### config.mk
export PLATFORM = sky130hd
export DESIGN_NAME = adc_cal_sequencer
export DESIGN_NICKNAME = d
export VERILOG_FILES = /design/src/rtl/adc_cal_pkg.sv /design/src/rtl/adc_cal_req_qual.sv /design/src/rtl/adc_cal_seq_fsm.sv /design/src/rtl/adc_cal_out_decode.sv /design/src/rtl/adc_cal_sequencer.sv
export SDC_FILE = /design/constraint.sdc
export NUM_CORES = 1
export LEC_CHECK = 0
export BUFFER_PORTS_ARGS = -buffer_cell sky130_fd_sc_hd__buf_2
export CAP_MARGIN = 30
export CORE_MARGIN = 2
export CORE_UTILIZATION = 50
export DETAILED_ROUTE_END_ITERATION = 16
export PLACE_DENSITY = 0.67
export SLEW_MARGIN = 20
export SYNTH_ARGS = -nofsm -noshare
export SYNTH_HDL_FRONTEND = slang
export SYNTH_HIERARCHICAL = 1
export SYNTH_SLANG_ARGS = --single-unit
### constraint.sdc
create_clock -name clk -period 3.33 [get_ports clk]
set_clock_uncertainty 0.05 [all_clocks]
set_input_delay 0.1665 -clock clk [delete_from_list [all_inputs] [get_ports clk]]
set_output_delay 0.1665 -clock clk [all_outputs]
set_load 0.01 [all_outputs]
### src/rtl/adc_cal_pkg.sv
package adc_cal_pkg;

    typedef enum logic [1:0] {
        SEQ_SETTLE = 2'd0,
        SEQ_WINDOW = 2'd1,
        SEQ_FLUSH  = 2'd2,
        SEQ_READY  = 2'd3
    } seq_state_e;

endpackage

### src/rtl/adc_cal_req_qual.sv
module adc_cal_req_qual #(
    parameter int MIN_PULSE = 2
) (
    input  logic clk,
    input  logic rst_n,
    input  logic req,
    output logic clr,
    output logic start
);
    localparam int WW = $clog2(MIN_PULSE + 1);
    localparam logic [WW-1:0] WMAX = WW'(MIN_PULSE);

    typedef struct packed {
        logic          req;
        logic [WW-1:0] wid;
        logic          clr;
    } qual_t;

    qual_t cur_q, nxt_d;

    always_comb begin
        nxt_d     = cur_q;
        nxt_d.req = req;
        nxt_d.clr = req & ~cur_q.req;
        if (!req)
            nxt_d.wid = '0;
        else if (!cur_q.req)
            nxt_d.wid = WW'(1);
        else if (cur_q.wid < WMAX)
            nxt_d.wid = cur_q.wid + WW'(1);
    end

    always_ff @(posedge clk or negedge rst_n) begin
        if (!rst_n)
            cur_q <= '0;
        else
            cur_q <= nxt_d;
    end

    assign clr   = cur_q.clr;
    assign start = ~req & cur_q.req & (cur_q.wid >= WMAX);

    // the clear strobe never lasts two cycles
    p_clear_single_r6: assert property (@(posedge clk) disable iff (!rst_n)
        clr |=> !clr);

    // a strobe only follows an edge that sampled the request high
    p_clear_cause_r6: assert property (@(posedge clk) disable iff (!rst_n)
        $rose(clr) |-> $past(req));

endmodule

### src/rtl/adc_cal_seq_fsm.sv
module adc_cal_seq_fsm
    import adc_cal_pkg::*;
#(
    parameter int SETTLE_CYC = 221,
    parameter int WINDOW_CYC = 32768,
    parameter int FLUSH_CYC  = 7
) (
    input  logic       clk,
    input  logic       rst_n,
    input  logic       start,
    output seq_state_e state
);
    localparam int MAXC = (SETTLE_CYC > WINDOW_CYC)
                        ? ((SETTLE_CYC > FLUSH_CYC) ? SETTLE_CYC : FLUSH_CYC)
                        : ((WINDOW_CYC > FLUSH_CYC) ? WINDOW_CYC : FLUSH_CYC);
    localparam int CW = $clog2(MAXC + 1);
    localparam logic [CW-1:0] SETTLE_LAST = CW'(SETTLE_CYC - 1);
    localparam logic [CW-1:0] WINDOW_LAST = CW'(WINDOW_CYC - 1);
    localparam logic [CW-1:0] FLUSH_LAST  = CW'(FLUSH_CYC - 1);

    typedef struct packed {
        seq_state_e    st;
        logic [CW-1:0] cnt;
    } seq_t;

    seq_t cur_q, nxt_d;

    always_comb begin
        nxt_d = cur_q;
        unique case (cur_q.st)
            SEQ_SETTLE: begin
                if (cur_q.cnt == SETTLE_LAST) begin
                    nxt_d.st  = SEQ_WINDOW;
                    nxt_d.cnt = '0;
                end else begin
                    nxt_d.cnt = cur_q.cnt + CW'(1);
                end
            end
            SEQ_WINDOW: begin
                if (cur_q.cnt == WINDOW_LAST) begin
                    nxt_d.st  = SEQ_FLUSH;
                    nxt_d.cnt = '0;
                end else begin
                    nxt_d.cnt = cur_q.cnt + CW'(1);
                end
            end
            SEQ_FLUSH: begin
                if (cur_q.cnt == FLUSH_LAST) begin
                    nxt_d.st  = SEQ_READY;
                    nxt_d.cnt = '0;
                end else begin
                    nxt_d.cnt = cur_q.cnt + CW'(1);
                end
            end
            default: nxt_d.cnt = '0;
        endcase
        if (start) begin
            nxt_d.st  = SEQ_WINDOW;
            nxt_d.cnt = '0;
        end
    end

    always_ff @(posedge clk or negedge rst_n) begin
        if (!rst_n)
            cur_q <= '{st: SEQ_SETTLE, cnt: '0};
        else
            cur_q <= nxt_d;
    end

    assign state = cur_q.st;

    // a window ends only after its full count
    p_window_len_r3: assert property (@(posedge clk) disable iff (!rst_n)
        ($past(cur_q.st) == SEQ_WINDOW && cur_q.st == SEQ_FLUSH)
        |-> $past(cur_q.cnt) == WINDOW_LAST);

    // a qualified start always leads to a fresh window
    p_start_window_r7: assert property (@(posedge clk) disable iff (!rst_n)
        start |=> (cur_q.st == SEQ_WINDOW && cur_q.cnt == '0));

    // with no start, the ready state is held
    p_ready_hold_r8: assert property (@(posedge clk) disable iff (!rst_n)
        (cur_q.st == SEQ_READY && !start) |=> cur_q.st == SEQ_READY);

endmodule

### src/rtl/adc_cal_out_decode.sv
module adc_cal_out_decode
    import adc_cal_pkg::*;
(
    input  seq_state_e state,
    output logic       busy,
    output logic       run,
    output logic       ain_off,
    output logic       zero,
    output logic       valid
);
    always_comb begin
        busy    = (state == SEQ_WINDOW);
        run     = (state == SEQ_WINDOW);
        ain_off = (state == SEQ_WINDOW);
        valid   = (state == SEQ_READY);
        zero    = (state != SEQ_READY);
    end
endmodule

### src/rtl/adc_cal_sequencer.sv
module adc_cal_sequencer
    import adc_cal_pkg::*;
#(
    parameter int SETTLE_CYC = 221,
    parameter int WINDOW_CYC = 32768,
    parameter int FLUSH_CYC  = 7,
    parameter int MIN_PULSE  = 2
) (
    input  logic clk,
    input  logic rst_n,
    input  logic cal_req,
    output logic cal_busy,
    output logic cal_clear,
    output logic cal_run,
    output logic ain_disable,
    output logic dout_zero,
    output logic data_valid
);
    logic       start;
    seq_state_e state;

    adc_cal_req_qual #(
        .MIN_PULSE(MIN_PULSE)
    ) u_qual (
        .clk   (clk),
        .rst_n (rst_n),
        .req   (cal_req),
        .clr   (cal_clear),
        .start (start)
    );

    adc_cal_seq_fsm #(
        .SETTLE_CYC(SETTLE_CYC),
        .WINDOW_CYC(WINDOW_CYC),
        .FLUSH_CYC (FLUSH_CYC)
    ) u_fsm (
        .clk   (clk),
        .rst_n (rst_n),
        .start (start),
        .state (state)
    );

    adc_cal_out_decode u_dec (
        .state   (state),
        .busy    (cal_busy),
        .run     (cal_run),
        .ain_off (ain_disable),
        .zero    (dout_zero),
        .valid   (data_valid)
    );

    // engine enabled, inputs off and data forced to zero during the window
    p_window_outputs_r4: assert property (@(posedge clk) disable iff (!rst_n)
        cal_busy |-> (cal_run && ain_disable && dout_zero));

    // busy and valid are exclusive
    p_busy_valid_excl_r11: assert property (@(posedge clk) disable iff (!rst_n)
        !(cal_busy && data_valid));

    // valid is entered only from the flush wait, never directly after busy
    p_valid_after_flush_r5: assert property (@(posedge clk) disable iff (!rst_n)
        $rose(data_valid) |-> ($past(state) == SEQ_FLUSH && !$past(cal_busy)));

    // once valid, it drops only because a new window started
    p_valid_drop_r10: assert property (@(posedge clk) disable iff (!rst_n)
        $fell(data_valid) |-> cal_busy);

endmodule

==> results.tsv <==
metric	value	unit
Hold/Removal Path Class	in -> async	
crit path max fanout	4	
# fillers	232	
Worst R2R End	u_fsm/state[1]	
height of the die	54.42	um
Int Power	480.3	uW
Slew Viols, Final	0	
GR Util met3	2.459	%
Post-CTS Setup Repair Bufs	0	
met1 usage	22.79	%
synthesized flop and latch total	22	
CTS tree	built	
Vias per Instance	5.355	
Leak	0.6076	nW
residual DRC count	0	
register area share after synthesis	43.31	%
Worst Reg2Reg Path Length in Cells	7	
DRT Pass-1 Iters	4	
Final nets	152	
Final period util	74.19	%
post-CTS resize count	0	
ratio of cells with drive above 1 in the final layout	13.67	%
Util after Layout	55.92	%
Port-buffer cells	8	
Max transition margin	62.36	%
clock-pin transition on the worst setup and hold timing paths	0.13	ns
Clk network pwr share	19.0	%
Comb pwr share	38.1	%
RSZ-0062 raised after global routing	false	
initial cell density of the core	52.26	%
Diodes inserted	0	
critical path class	reg -> reg	
setup tns final	0	ns
Max Cap Violations	0	
detailed placement HPWL	1645	um
switching pwr	297.5	uW
Yosys cell types	31	
gpl congestion	0.7700	
initial antenna violation count	0	
CP required	3.50	ns
First DRT Iteration DRCs	20	
clock sinks	22	
final hold violation count	0	
die width	54.42	um
Finish-stage setup viols	0	
VDD IR max	0.5393	mV
Final ANT Viol Nets	0	
IO Count	9	
syn nets	144	
final wirelength	2248	um
yosys warns	6	
mean routed wirelength per cell	13.30	um
Sw Ratio	38.25	%
Synth Cell Area	1271	um^2
Crit. End Element	flop	
die area	2962	um^2
Avg Inst Size Synth	9.630	um^2
maximum achievable frequency	404.8	MHz
Final Power	777.8	uW
Global Route met2 Usage	28.51	%
post-route minimum period	2.471	ns
Most Crowded Layer GR	met2	
vias	905	
FF-to-FF setup slack	0.86	ns
gr usage total	17.24	%
Worst R2R Start	u_fsm/cur_q[0]	
# rows	18	
first-pass GRT wire length	3657	um
Placeable Area	2432	um^2
Cells after Synth	132	
status	complete, no violations	
clk_lat worst skew	0.30	ns
worst-margin pin slew	0.5633	ns
CTS Root Cell	clkbuf_4	
H-tree depth	1	
largest net degree at the start of global routing	23	
Inserted Clock Buffers	3	
startpoint class of the critical path	flop	
Seq pwr share	42.8	%
CP arrival	2.64	ns
number of global-route vias before repair	822	
Overflow after GRT	0	
Clock Path Buffers	2	
PwrDens	571.9	nW/um^2
area added between synthesis and finish	6.988	%
## sequential cells by signal (all words and copies together), names as in the netlist
register,count
u_fsm/cur_q,16
u_qual/cur_q,3
u_qual/clr,1
u_fsm/state,2
## placed cells by master (no fill, tap or decap), types with 2 or more instances in the layout
| master | synthesis | routed |
|---|---|---|
| and3_2 | 2 | 2 |
| buf_2 | 1 | 8 |
| clkbuf_4 | 0 | 3 |
| dfrtp_1 | 22 | 22 |
| dlygate4sd3_1 | 0 | 2 |
| ha_1 | 9 | 9 |
| inv_1 | 8 | 8 |
| nand2_1 | 9 | 9 |
| nand3_1 | 11 | 11 |
| nand4_1 | 2 | 2 |
| nand4b_1 | 2 | 2 |
| nor2_1 | 22 | 22 |
| nor2b_1 | 3 | 3 |
| nor3_1 | 3 | 3 |
| nor4_1 | 2 | 2 |
| o41ai_2 | 2 | 2 |
| xnor2_1 | 7 | 7 |
| xor2_1 | 8 | 8 |
## cell families after synthesis
family | after synthesis | share of synthesized area, %
AOI/OAI and AO/OA | 6 | 4.725
xor gates and xnor gates | 15 | 10.33
adders and majority gates | 9 | 8.858
buffers and inverters | 15 | 5.905
DFF | 22 | 43.31
muxes | 1 | 0.7874
and+or+nand+nor | 64 | 26.08
## cell type report
class | count | area, um^2 | share of cell area (%)
clock buffer | 4 | 36.28 | 2.668
inverter | 8 | 30.03 | 2.208
multi-input combinational | 95 | 645.6 | 47.47
sequential | 22 | 550.5 | 40.48
tap | 30 | 37.54 | 2.760
timing repair buffer | 10 | 60.06 | 4.416
## critical path, stage by stage, from the launching register on
cell	delay [ns]
dfrtp_1	0.43
inv_1	0.09
ha_1	0.15
or4bb_2	0.61
o41ai_2	0.26
o211ai_1	0.21
or4b_1	0.50
o31ai_1	0.08
## power groups by stage
stage	combinational [mW]	clock (mW)	sequential, mW
floorplan	0.262	0	0.323
global placement	0.287	0	0.336
detailed placement	0.296	0	0.339
CTS	0.300	0.157	0.333
global route	0.342	0.165	0.340
finish	0.297	0.148	0.333
## synth_stat cells
| cell | number | area share, % |
|---|---|---|
| a21oi_1 | 1 | 0.39 |
| o31ai_1 | 1 | 0.59 |
| ha_1 | 9 | 8.9 |
| or4bb_2 | 1 | 0.98 |
| inv_1 | 8 | 2.4 |
| buf_2 | 1 | 0.39 |
| nand3_1 | 11 | 4.3 |
| nor2b_1 | 3 | 1.5 |
| dfrtp_1 | 22 | 43 |
| and3_2 | 2 | 1.2 |
| clkbuf_2 | 2 | 0.79 |
| xor2_1 | 8 | 5.5 |
| nor4_1 | 2 | 0.98 |
| nand4b_1 | 2 | 1.4 |
| nand2_1 | 9 | 2.7 |
| nor3b_1 | 1 | 0.59 |
| o41ai_2 | 2 | 2.6 |
| xnor2_1 | 7 | 4.8 |
| or3_2 | 1 | 0.59 |
| or4b_1 | 1 | 0.79 |
| mux2i_1 | 1 | 0.79 |
| buf_4 | 4 | 2.4 |
| nand4_1 | 2 | 0.98 |
| and2_1 | 1 | 0.49 |
| a21boi_1 | 1 | 0.59 |
| nor2_1 | 22 | 6.5 |
| o211ai_1 | 1 | 0.59 |
| or4_1 | 1 | 0.59 |
| and3_1 | 1 | 0.49 |
| nor3_1 | 3 | 1.2 |
| or4_4 | 1 | 0.89 |
## stage by stage
step                hold WS [ns]  setup WS, ns  area (um^2)  instances
global route              0.3299        0.6938         1360        169
finish                    0.2826        0.8595         1360        169
global placement          0.1102        0.9794         1304        163
detailed placement        0.1140        0.9059         1304        163
CTS                       0.3020        0.8723         1360        169
floorplan                -0.1791         1.039         1271        132
## per-layer routing
layer	vias up	wire, um	part of all wire [%]
met5	-	0	0
met4	0	12	0.53
met3	2	68	3.0
met2	12	1103	49
met1	439	1063	47
li1	452	-	-
## worst max path at each step
stage | from | end | slack (ns) | depth (start not counted)
final | u_fsm/cur_q[0] | u_fsm/state[1] | 0.86 | 7
after global routing | u_fsm/cur_q[0] | u_fsm/cur_q[5] | 0.69 | 7
after CTS | u_fsm/cur_q[0] | u_fsm/state[1] | 0.87 | 7
after detailed placement | u_fsm/cur_q[0] | u_fsm/cur_q[4] | 0.91 | 7
after global placement | u_fsm/cur_q[0] | u_fsm/state[1] | 0.98 | 7
after floorplan | u_fsm/cur_q[0] | u_fsm/state[1] | 1.04 | 7
## repair_timing
action / 4_1_cts / 5_1_grt
hold endpoints to repair: 23 / 0
hold buffers: 2 / 0
endpoints found under the setup margin: 0 / 0
Note: power is estimated with default switching activity, not from simulation.
